`config.mk`:
```
export PLATFORM = sky130hd
export DESIGN_NAME = sample_averager
export DESIGN_NICKNAME = d
export VERILOG_FILES = /design/src/rtl/avg_pkg.sv /design/src/rtl/avg_cfg.sv /design/src/rtl/avg_window.sv /design/src/rtl/avg_accum.sv /design/src/rtl/avg_outreg.sv /design/src/rtl/sample_averager.sv
export SDC_FILE = /design/constraint.sdc
export NUM_CORES = 1
export LEC_CHECK = 0
export BUFFER_PORTS_ARGS = -buffer_cell sky130_fd_sc_hd__buf_4
export CELL_PAD_IN_SITES_DETAIL_PLACEMENT = 1
export CELL_PAD_IN_SITES_GLOBAL_PLACEMENT = 1
export CORE_ASPECT_RATIO = 1.5
export CORE_UTILIZATION = 45
export CTS_CLUSTER_DIAMETER = 50
export DETAILED_ROUTE_END_ITERATION = 10
export PLACE_DENSITY_LB_ADDON = 0.12
export SLEW_MARGIN = 20
export SYNTH_ARGS = -nofsm -noshare
export SYNTH_HDL_FRONTEND = slang
export SYNTH_HIERARCHICAL = 1
export SYNTH_SLANG_ARGS = --single-unit
```
`constraint.sdc`:
```
create_clock -name clk -period 6.4 [get_ports clk]
set_input_delay 0.32 -clock clk [delete_from_list [all_inputs] [get_ports clk]]
set_output_delay 0.32 -clock clk [all_outputs]
set_load 0.01 [all_outputs]
```
`src/rtl/avg_pkg.sv`:
```
package avg_pkg;

    localparam int DATA_W   = 10;
    localparam int TAG_W    = 4;
    localparam int CODE_W   = 3;
    localparam int MAX_LOG2 = 6;
    localparam int ACC_W    = DATA_W + MAX_LOG2;
    localparam int CNT_W    = MAX_LOG2 + 1;
    localparam int FULL     = (1 << DATA_W) - 1;

    typedef logic [DATA_W-1:0] sample_t;
    typedef logic [TAG_W-1:0]  tag_t;
    typedef logic [CODE_W-1:0] code_t;
    typedef logic [ACC_W-1:0]  acc_t;
    typedef logic [CNT_W-1:0]  cnt_t;

    typedef enum logic {
        MODE_BYPASS  = 1'b0,
        MODE_AVERAGE = 1'b1
    } mode_e;

    typedef struct packed {
        sample_t data;
        tag_t    tag;
    } beat_t;

    // Codes above the largest supported exponent fold onto it.
    function automatic code_t clamp_code(code_t c);
        return (c > code_t'(MAX_LOG2)) ? code_t'(MAX_LOG2) : c;
    endfunction

    function automatic cnt_t window_len(code_t k);
        return cnt_t'(1) << k;
    endfunction

endpackage

```
`src/rtl/avg_cfg.sv`:
```
module avg_cfg
    import avg_pkg::*;
(
    input  logic  clk,
    input  logic  rst,
    input  logic  cfg_we,
    input  code_t cfg_code,
    output code_t k,
    output mode_e mode,
    output cnt_t  win_len
);

    code_t k_q;

    always_ff @(posedge clk) begin
        if (rst) begin
            k_q <= '0;
        end else if (cfg_we) begin
            k_q <= clamp_code(cfg_code);
        end
    end

    assign k       = k_q;
    assign mode    = (k_q == '0) ? MODE_BYPASS : MODE_AVERAGE;
    assign win_len = window_len(k_q);

    // the stored exponent never exceeds the supported maximum
    a_r3_code_range: assert property (@(posedge clk) disable iff (rst)
        k_q <= code_t'(MAX_LOG2));

endmodule

```
`src/rtl/avg_window.sv`:
```
module avg_window
    import avg_pkg::*;
(
    input  logic clk,
    input  logic rst,
    input  logic clr,
    input  logic take,
    input  tag_t tag,
    input  cnt_t win_len,
    output logic restart,
    output logic last,
    output cnt_t count,
    output logic tag_err
);

    cnt_t count_q;
    tag_t win_tag_q;
    logic err_q;
    cnt_t base_cnt;

    always_comb begin
        restart  = take && (count_q != '0) && (tag != win_tag_q);
        base_cnt = restart ? '0 : count_q;
        last     = take && ((base_cnt + cnt_t'(1)) == win_len);
    end

    always_ff @(posedge clk) begin
        if (rst) begin
            count_q   <= '0;
            win_tag_q <= '0;
            err_q     <= 1'b0;
        end else begin
            err_q <= restart;
            if (clr) begin
                count_q <= '0;
            end else if (take) begin
                count_q   <= last ? '0 : base_cnt + cnt_t'(1);
                win_tag_q <= tag;
            end
        end
    end

    assign count   = count_q;
    assign tag_err = err_q;

    // the open window never reaches its full length
    a_r4_count_below_len: assert property (@(posedge clk) disable iff (rst)
        count_q < win_len);

    // a factor write leaves an empty window
    a_r9_clear_on_write: assert property (@(posedge clk) disable iff (rst)
        clr |=> (count_q == '0));

endmodule

```
`src/rtl/avg_accum.sv`:
```
module avg_accum
    import avg_pkg::*;
(
    input  logic    clk,
    input  logic    rst,
    input  logic    clr,
    input  logic    take,
    input  logic    restart,
    input  logic    last,
    input  sample_t data,
    input  code_t   k,
    output sample_t mean,
    output acc_t    acc
);

    acc_t acc_q;
    acc_t sum;

    always_comb begin
        sum  = (restart ? acc_t'(0) : acc_q) + acc_t'(data);
        mean = sample_t'(sum >> k);
    end

    always_ff @(posedge clk) begin
        if (rst || clr) begin
            acc_q <= '0;
        end else if (take) begin
            acc_q <= last ? '0 : sum;
        end
    end

    assign acc = acc_q;

    // adding a sample never wraps the running sum
    a_r5_no_wrap: assert property (@(posedge clk) disable iff (rst)
        (take && !restart) |-> (sum >= acc_q));

endmodule

```
`src/rtl/avg_outreg.sv`:
```
module avg_outreg
    import avg_pkg::*;
(
    input  logic  clk,
    input  logic  rst,
    input  logic  load,
    input  beat_t beat_in,
    input  logic  out_ready,
    output logic  out_valid,
    output beat_t beat_out,
    output logic  space
);

    logic  valid_q;
    beat_t beat_q;

    always_ff @(posedge clk) begin
        if (rst) begin
            valid_q <= 1'b0;
            beat_q  <= '0;
        end else if (load) begin
            valid_q <= 1'b1;
            beat_q  <= beat_in;
        end else if (out_ready) begin
            valid_q <= 1'b0;
        end
    end

    assign out_valid = valid_q;
    assign beat_out  = beat_q;
    assign space     = !valid_q || out_ready;

    // a blocked result stays put
    a_r10_hold_stable: assert property (@(posedge clk) disable iff (rst)
        (valid_q && !out_ready) |=> (valid_q && $stable(beat_q)));

endmodule

```
`src/rtl/sample_averager.sv`:
```
module sample_averager
    import avg_pkg::*;
(
    input  logic                clk,
    input  logic                rst,
    input  logic                cfg_we,
    input  logic [CODE_W-1:0]   cfg_code,
    input  logic                smp_valid,
    output logic                smp_ready,
    input  logic [DATA_W-1:0]   smp_data,
    input  logic [TAG_W-1:0]    smp_tag,
    output logic                res_valid,
    input  logic                res_ready,
    output logic [DATA_W-1:0]   res_data,
    output logic [TAG_W-1:0]    res_tag,
    output logic                tag_mismatch
);

    code_t   k;
    mode_e   mode;
    cnt_t    win_len;
    cnt_t    count;
    acc_t    acc;
    sample_t mean;
    logic    space, accept, take, restart, last, load;
    beat_t   beat_in, beat_out;

    avg_cfg u_cfg (
        .clk     (clk),
        .rst     (rst),
        .cfg_we  (cfg_we),
        .cfg_code(cfg_code),
        .k       (k),
        .mode    (mode),
        .win_len (win_len)
    );

    assign smp_ready = space && !cfg_we;
    assign accept    = smp_valid && smp_ready;
    assign take      = accept && (mode == MODE_AVERAGE);

    avg_window u_window (
        .clk    (clk),
        .rst    (rst),
        .clr    (cfg_we),
        .take   (take),
        .tag    (smp_tag),
        .win_len(win_len),
        .restart(restart),
        .last   (last),
        .count  (count),
        .tag_err(tag_mismatch)
    );

    avg_accum u_accum (
        .clk    (clk),
        .rst    (rst),
        .clr    (cfg_we),
        .take   (take),
        .restart(restart),
        .last   (last),
        .data   (smp_data),
        .k      (k),
        .mean   (mean),
        .acc    (acc)
    );

    always_comb begin
        load         = accept && ((mode == MODE_BYPASS) || last);
        beat_in.tag  = smp_tag;
        beat_in.data = (mode == MODE_BYPASS) ? smp_data : mean;
    end

    avg_outreg u_out (
        .clk      (clk),
        .rst      (rst),
        .load     (load),
        .beat_in  (beat_in),
        .out_ready(res_ready),
        .out_valid(res_valid),
        .beat_out (beat_out),
        .space    (space)
    );

    assign res_data = beat_out.data;
    assign res_tag  = beat_out.tag;

    // no sample is taken while the result register is blocked
    a_r11_stall_when_full: assert property (@(posedge clk) disable iff (rst)
        (res_valid && !res_ready) |-> !smp_ready);

    // a mismatch pulse leaves a window holding only the new sample
    a_r8_restart_count: assert property (@(posedge clk) disable iff (rst)
        (tag_mismatch && !$past(cfg_we)) |-> (count == cnt_t'(1)));

    // running sum bounded by count times full scale
    a_r5_sum_bound: assert property (@(posedge clk) disable iff (rst)
        (32'(acc) <= 32'(count) * FULL));

    // pass-through sample shows up unchanged one cycle later
    a_r2_bypass_path: assert property (@(posedge clk) disable iff (rst)
        (accept && mode == MODE_BYPASS) |=>
            (res_valid && res_data == $past(smp_data) && res_tag == $past(smp_tag)));

endmodule

```
# --- After elaboration in Yosys (flattened, before gate mapping) ---
# Cells that the tools add are included.
op_classes:
  add_sub_neg: 2
  order_cmp: 1
  eq_ne: 2
  shifts: 2
  mux: 9
  bitwise: 1
  n_reduce_logical: 17
ops:
  columns: ["op", "count"]
  rows:
  - ["two-way mux 16 bit", 2]
  - ["adder 16 x 10 -> 16 bit", 1]
  - [">> shifter 16 x 3 -> 10 bit", 1]
  - ["two-way mux 7 bit", 2]
  - ["two-way mux 10 bit", 1]
  - ["adder 7 x 1 -> 7 bit, second input constant", 1]
  - ["== test 7 bit", 1]
  - ["logical AND 1 bit", 7]
  - ["nonzero test 7 bit", 1]
  - ["left shift 1 x 3 -> 7 bit, first input constant", 1]
  - ["inequality test 4 bit", 1]
  - ["greater-than comparator 3 bit, second input constant", 1]
  - ["logical NOT 3 bit", 1]
  - ["logical OR 1 bit", 3]
  - ["two-way mux 1 bit", 3]
  - ["two-way mux 3 bit", 1]
  - ["logical NOT 1 bit", 2]
  - ["AND reduction 2 bit", 1]
  - ["nonzero test 2 bit", 1]
  - ["OR reduction 2 bit", 1]
  - ["inverter 1 bit", 1]
totals:
  register_bits: 46
  output_inout_bits: 17
  word_cells: 42

# --- Longest topological paths before layout ---
depth:
  depth_word: 14
  ltp_mapped: 21

# --- Cells and area by module ---
# Netlist, hierarchy kept.
modules_own_cells:
  columns: ["mod", "n_inst", "cells_per_inst", "area_each_um2", "seq_area_each_um2"]
  rows:
  - ["avg_accum", 1, 286, 2077.0, 320.3]
  - ["avg_window", 1, 95, 854.6, 240.2]
  - ["avg_outreg", 1, 49, 544.3, 300.3]
  - ["sample_averager", 1, 15, 183.9, 0.0]
  - ["avg_cfg", 1, 19, 175.2, 60.1]

# --- Least setup slack after synthesis ---
# No wires, ideal clock.
synth_timing:
  path_type: "register to register"
  startpoint: "register u_cfg.k_q[1], in the netlist u_cfg/k[1]"
  endpoint: "register u_out.beat_q, in the netlist u_out/beat_out[9]"
  setup_ps: 117
  arrival_time_ps: 4623
  required_ps: 6283
  path_slack_ps: 1660
  path_stages_with_launch: 20
  path_buffers: 3
  period_less_slack_ps: 4740
  path_cell_list: "dfxtp_1 or3_4 buf_6 and3_2 o41ai_4 nor2_1 clkbuf_1 clkbuf_1 nor2b_1 ha_1 and2_4 a221o_1 or4_4 nand3_2 nor2_1 o31a_1 a22o_1 mux2_4 mux2i_1 nor2_1"
synth_rtl:
  columns: ["element", "line", "text"]
  rows:
  - ["start: declaration", "avg_cfg.sv:13", "code_t k_q;"]
  - ["start signal: assignment", "avg_cfg.sv:19", "k_q <= clamp_code(cfg_code);"]
  - ["end signal: assignment", "avg_outreg.sv:23", "beat_q <= beat_in;"]
  - ["end: declaration", "avg_outreg.sv:15", "beat_t beat_q;"]

# --- Worst setup path in the final report ---
layout_timing:
  startpoint: "register u_cfg.k_q[0], in the netlist u_cfg/k[0]"
  endpoint: "register u_out.beat_q, in the netlist u_out/beat_out[10]"
layout_via:
  elab_chain_cells: 11
  elab_cells_between_ends: 16
  classes_between: "add/sub: 2; eq/ne: 1; shift: 2; mux: 4; reduce/logical: 7"
layout_lines:
  columns: ["element", "line", "text"]
  rows:
  - ["logical NOT 3 bit (*)", "avg_cfg.sv:24", "assign mode = (k_q == '0) ? MODE_BYPASS : MODE_AVERAGE;"]
  - ["two-way mux 1 bit (*)", "avg_cfg.sv:24", null]
  - ["net mode", "sample_averager.sv:20", "mode_e mode;"]
  - ["logical AND 1 bit (*)", "sample_averager.sv:40", "assign take = accept && (mode == MODE_AVERAGE);"]
  - ["net take", "sample_averager.sv:25", "logic space, accept, take, restart, last, load;"]
  - ["logical AND 1 bit (2 in series)", "avg_window.sv:22", "restart = take && (count_q != '0) && (tag != win_tag_q);"]
  - ["two-way mux 7 bit", "avg_window.sv:23", "base_cnt = restart ? '0 : count_q;"]
  - ["adder 7 x 1 -> 7 bit", "avg_window.sv:24", "last = take && ((base_cnt + cnt_t'(1)) == win_len);"]
  - ["== test 7 bit", "avg_window.sv:24", null]
  - ["logical AND 1 bit (*)", "avg_window.sv:24", null]
  - ["net last", "sample_averager.sv:25", null]
  - ["logical OR 1 bit (*)", "sample_averager.sv:69", "load = accept && ((mode == MODE_BYPASS) || last);"]
  - ["logical AND 1 bit (*)", "sample_averager.sv:69", null]
  - ["net load", "sample_averager.sv:25", null]
# The timed path passes the listed nets; every way through them passes the cells marked *.
# A chain may end at the register's enable or synchronous reset.

==> summary.md <==
| Metric | Value |
|---|---|
| Die ar. | 8900 µm² |
| IO Pins | 39 |
| Post-Layout Cell Count | 595 |
| Core ar. | 8160 µm² |
| Root Driver | clkbuf_16 |
| Grt total ovfl | 0 |
| Nets | 523 |
| Fraction of registers with async set/reset | 0% |
| Port-buffer cells | 38 |
| Power, Total | 0.000745 W |
| Crit path required time | 6.58 ns |
| Setup slack at placement | 1.01 ns |
| Vias in the first global route | 3707 |
| Setup slack after layout | 0.979 ns |
| P per Cell Area | 174 nW/µm² |
| Avg WL per Cell | 18.9 µm |
| Sum of negative setup slack | 0 ns |
| Endpoint, Worst Hold | u_out/beat_out[1]$_SDFFE_PP0P_ |
| Status | complete, no violations |
| CP cell instances | buf_4, or3_4, and3_2, o41ai_4, nand2_1, inv_1, ha_1, xnor2_1, o211ai_1, a221o_1, a21o_1, nor4_4, and2_1, buf_4, nand2b_1, and3_1, mux2i_1, nor2_1 |
| All-Layer GR Usage | 26.2% |
| Count of final setup violators | 0 |
| Post-Synthesis Cell Area | 3830 µm² |
| Mapped Cells | 464 |
| Initial Util | 47.0% |
| DRC errors left | 0 |
| Post-route cell area | 4290 µm² |
| Slew Limit Fails | 0 |
| Layout fillers | 1000 |
| Max cap viols | 0 |
| Gpl congestion | 0.851 |
| Sink Count | 46 |
| R2R setup slack | 0.98 ns |
| Register area | 921 µm² |
| Area grow syn2layout | 11.9% |
| Hold Path Class | in -> reg |
| Post-Syn Area per Cell | 8.26 µm² |
| Global-route wire length before repair | 18300 µm |
| GR met3 Demand/Resource | 2.78% |
| Max Fclk | 184 MHz |
| Die X | 77.4 µm |
| H-tree levels | 2 |
| Post-Place Cell Area | 4140 µm² |
| Critical path's slowest cell | and3_1 |
| RSZ-0062 raised after global routing | no |
| Worst-margin pin slew | 0.986 ns |
| Max IR drop VDD | 0.000112 V |
| Max Clock Skew | 0.00789 ns |
| Most Used Layer, Global Route | met2 |
| Clock period minus worst slack | 5.42 ns |
| Post-CTS sizing | 0 |
| Post-synth EDFFs | 0 |
| Most Frequent Cell on Critical Path | buf_4 |
| Yosys warns | 6 |
| CTS Hold Buffers Added | 0 |
| Worst Setup End Kind | register |
| Antenna cells | 0 |
| Sequential share of the synthesized area | 24.0% |
| Die Y | 115 µm |
| Initial antenna violation count | 0 |
| CTS buffer count | 5 |
| Clk slew on worst S/H paths | 0.07 ns |
| Critical Path Max Stage Delay | 0.78 ns |
| Total vias in the final route | 3602 |
| Critical path startpoint category | register |
| Yosys top cell area share | 24.0% |
| RR Endpoint | u_out/beat_out[10]$_SDFFE_PP0P_ |
| Hold Path Depth | 3 |
| Via/cell ratio | 6.05 |
| R2R cell count | 18 |
| Post-Route WL | 11300 µm |
| Primary FF master, synth | dfxtp_1 |
| Multi-input gate area | 2730 µm² |
| Placed Instances | 587 |
| Final period util | 84.7% |
| Pin count of the biggest net entering global routing | 32 |
| Antenna-violating nets left | 0 |
| Post-CTS Setup Bufs | 0 |
| TritonRoute pass-1 iters | 4 |
| Crit Reg-Reg Startpoint | u_cfg/k[0]$_SDFFE_PP0P_ |
| 1st-iter DRT viols | 125 |
| Met2 Usage GRT | 48.9% |
| Crit path kind | reg -> reg |
| Number of core rows | 40 |
| Netlist cell types | 77 |
| CP Max Fanout | 26 |
| TritonCTS clock tree | yes |
| Leakage power | 1.76 nW |
| HP Start | smp_tag[1] |
| Met1 usage | 28.7% |
| DP Wirelength | 8450 µm |
| Clk buf depth | 2 |
| Final Hold Viols | 0 |
| Synth top area cells | dfxtp_1, mux2i_1, nor2_1, a21oi_1, nor2b_1 |
| #FFs+latches synth | 46 |
| Clk_lat worst skew | 0.30 ns |
| Layout cells sized above 1 | 18.2% |
| Relative slew slack | 33.7% |
| Syn nets | 498 |
| CP arrival | 5.60 ns |
| Leading area contributor after synthesis | dfxtp_1 |
[Yosys cell counts (2+ instances only)]
cell type,instances
o211ai_1,5
a211o_1,3
clkbuf_1,16
and3_2,2
a2bb2oi_1,3
a21o_1,6
buf_6,4
ha_1,11
o211a_1,2
o31ai_1,4
nor3_1,8
and3b_2,4
xnor2_1,12
xor2_1,11
nor3b_1,4
or4_4,2
or2_2,2
a221o_1,2
nand4b_1,3
nor4_4,2
buf_2,3
mux2_2,5
nor2_1,54
nand2_1,28
a21oi_1,35
inv_1,9
a211oi_1,9
nand3_1,10
mux2_4,9
and2_1,5
o21ai_1,2
o21a_1,4
o21bai_1,3
o21ai_0,8
nand3b_1,2
mux2i_1,31
dfxtp_1,46
nor4_1,3
and3_1,4
o32ai_1,3
nand2b_1,17
o2111ai_1,2
a31oi_1,7
nand4_1,3
nor2b_1,24
[logic make-up after synthesis]
family,count (synthesis),synth area share (%)
xor gates and xnor gates,23,5.25
and+or+nand+nor,185,26.7
buffers and inverters,35,4.76
muxes,45,13.1
adders and majority gates,12,4.11
DFF,46,24.0
AOI/OAI and AO/OA,118,22.1
[critical path: cells and delay by family (launching register included)]
family          cells  cell delay, ns
flops               1            0.31
fa+ha+maj           1            0.27
buf+inv             3            0.49
simple gates        8            2.74
xor+xnor            1            0.32
compound gates      4            0.85
mux                 1            0.31
[power by group]
part | internal [W] | switching (W) | leakage [nW] | total, W
sequential | 0.000294 | 0.00000455 | 0.373 | 0.000299
clock | 0.000146 | 0.000122 | 0.0664 | 0.000268
combinational | 0.0000802 | 0.0000975 | 1.33 | 0.000178
total | 0.000521 | 0.000224 | 1.76 | 0.000745
[worst max-delay path by stage]
| stage | start | end | slack [ns] |
|---|---|---|---|
| global route | u_cfg/k[0]$_SDFFE_PP0P_ | u_out/beat_out[11]$_SDFFE_PP0P_ | 0.55 |
| detailed placement | u_cfg/k[0]$_SDFFE_PP0P_ | u_out/beat_out[11]$_SDFFE_PP0P_ | 1.01 |
| global placement | u_cfg/k[0]$_SDFFE_PP0P_ | u_out/beat_out[13]$_SDFFE_PP0P_ | 1.23 |
| CTS | u_cfg/k[0]$_SDFFE_PP0P_ | u_out/beat_out[10]$_SDFFE_PP0P_ | 0.98 |
| floorplan | u_cfg/k[1]$_SDFFE_PP0P_ | u_out/beat_out[9]$_SDFFE_PP0P_ | 1.66 |
| finish | u_cfg/k[0]$_SDFFE_PP0P_ | u_out/beat_out[10]$_SDFFE_PP0P_ | 0.98 |
[final cells by class]
cell class / count / share of cell area, %
Multi-Input combinational cell: 383 / 63.6
Sequential cell: 46 / 21.5
Timing Repair Buffer: 43 / 7.52
Tap cell: 105 / 3.06
Clock buffer: 5 / 2.91
Inverter: 10 / 0.874
Clock inverter: 3 / 0.554
[cell usage in the layout, fill, tap and decap left out, types with 3 or more instances in the layout]
cell / Yosys / layout
nor3_1: 8 / 8
o21a_1: 4 / 4
a2bb2oi_1: 3 / 3
clkbuf_16: 0 / 5
a211o_1: 3 / 3
nand2_1: 28 / 28
a31oi_1: 7 / 7
ha_1: 11 / 11
a21oi_1: 35 / 35
a21o_1: 6 / 6
xor2_1: 11 / 11
nor2b_1: 24 / 24
nor4_1: 3 / 3
nand4b_1: 3 / 3
a211oi_1: 9 / 9
o31ai_1: 4 / 4
buf_4: 0 / 43
xnor2_1: 12 / 12
inv_1: 9 / 9
o21bai_1: 3 / 3
and3b_2: 4 / 4
nand3_1: 10 / 10
dfxtp_1: 46 / 46
o21ai_0: 8 / 8
and3_1: 4 / 4
nor2_1: 54 / 54
nand4_1: 3 / 3
mux2i_1: 31 / 31
o32ai_1: 3 / 3
and2_1: 5 / 5
o211ai_1: 5 / 5
mux2_4: 9 / 9
nand2b_1: 17 / 17
nor3b_1: 4 / 4
mux2_2: 5 / 5
[flip-flops by register name, summed over array words and instances (netlist names)]
register / cells
u_accum/acc: 16
u_out/beat_out: 14
u_window/count: 7
u_window/win_tag_q: 4
u_cfg/k: 3
u_out/out_valid: 1
u_window/tag_err: 1
[routing by layer]
metal  up-vias  wire (µm)
met5         -          0
met2        71       5850
met1      1764       4700
met3        26        287
li1       1741          -
met4         0        416
[metrics by stage]
stage	hold WS (ns)	util [%]
2_1_floorplan	0.389	-
3_3_place_gp	0.452	50.8
3_5_place_dp	0.454	50.8
4_1_cts	0.287	52.6
5_1_grt	0.302	52.6
6_report	0.289	52.6
Power figures use the tool's default switching activity.
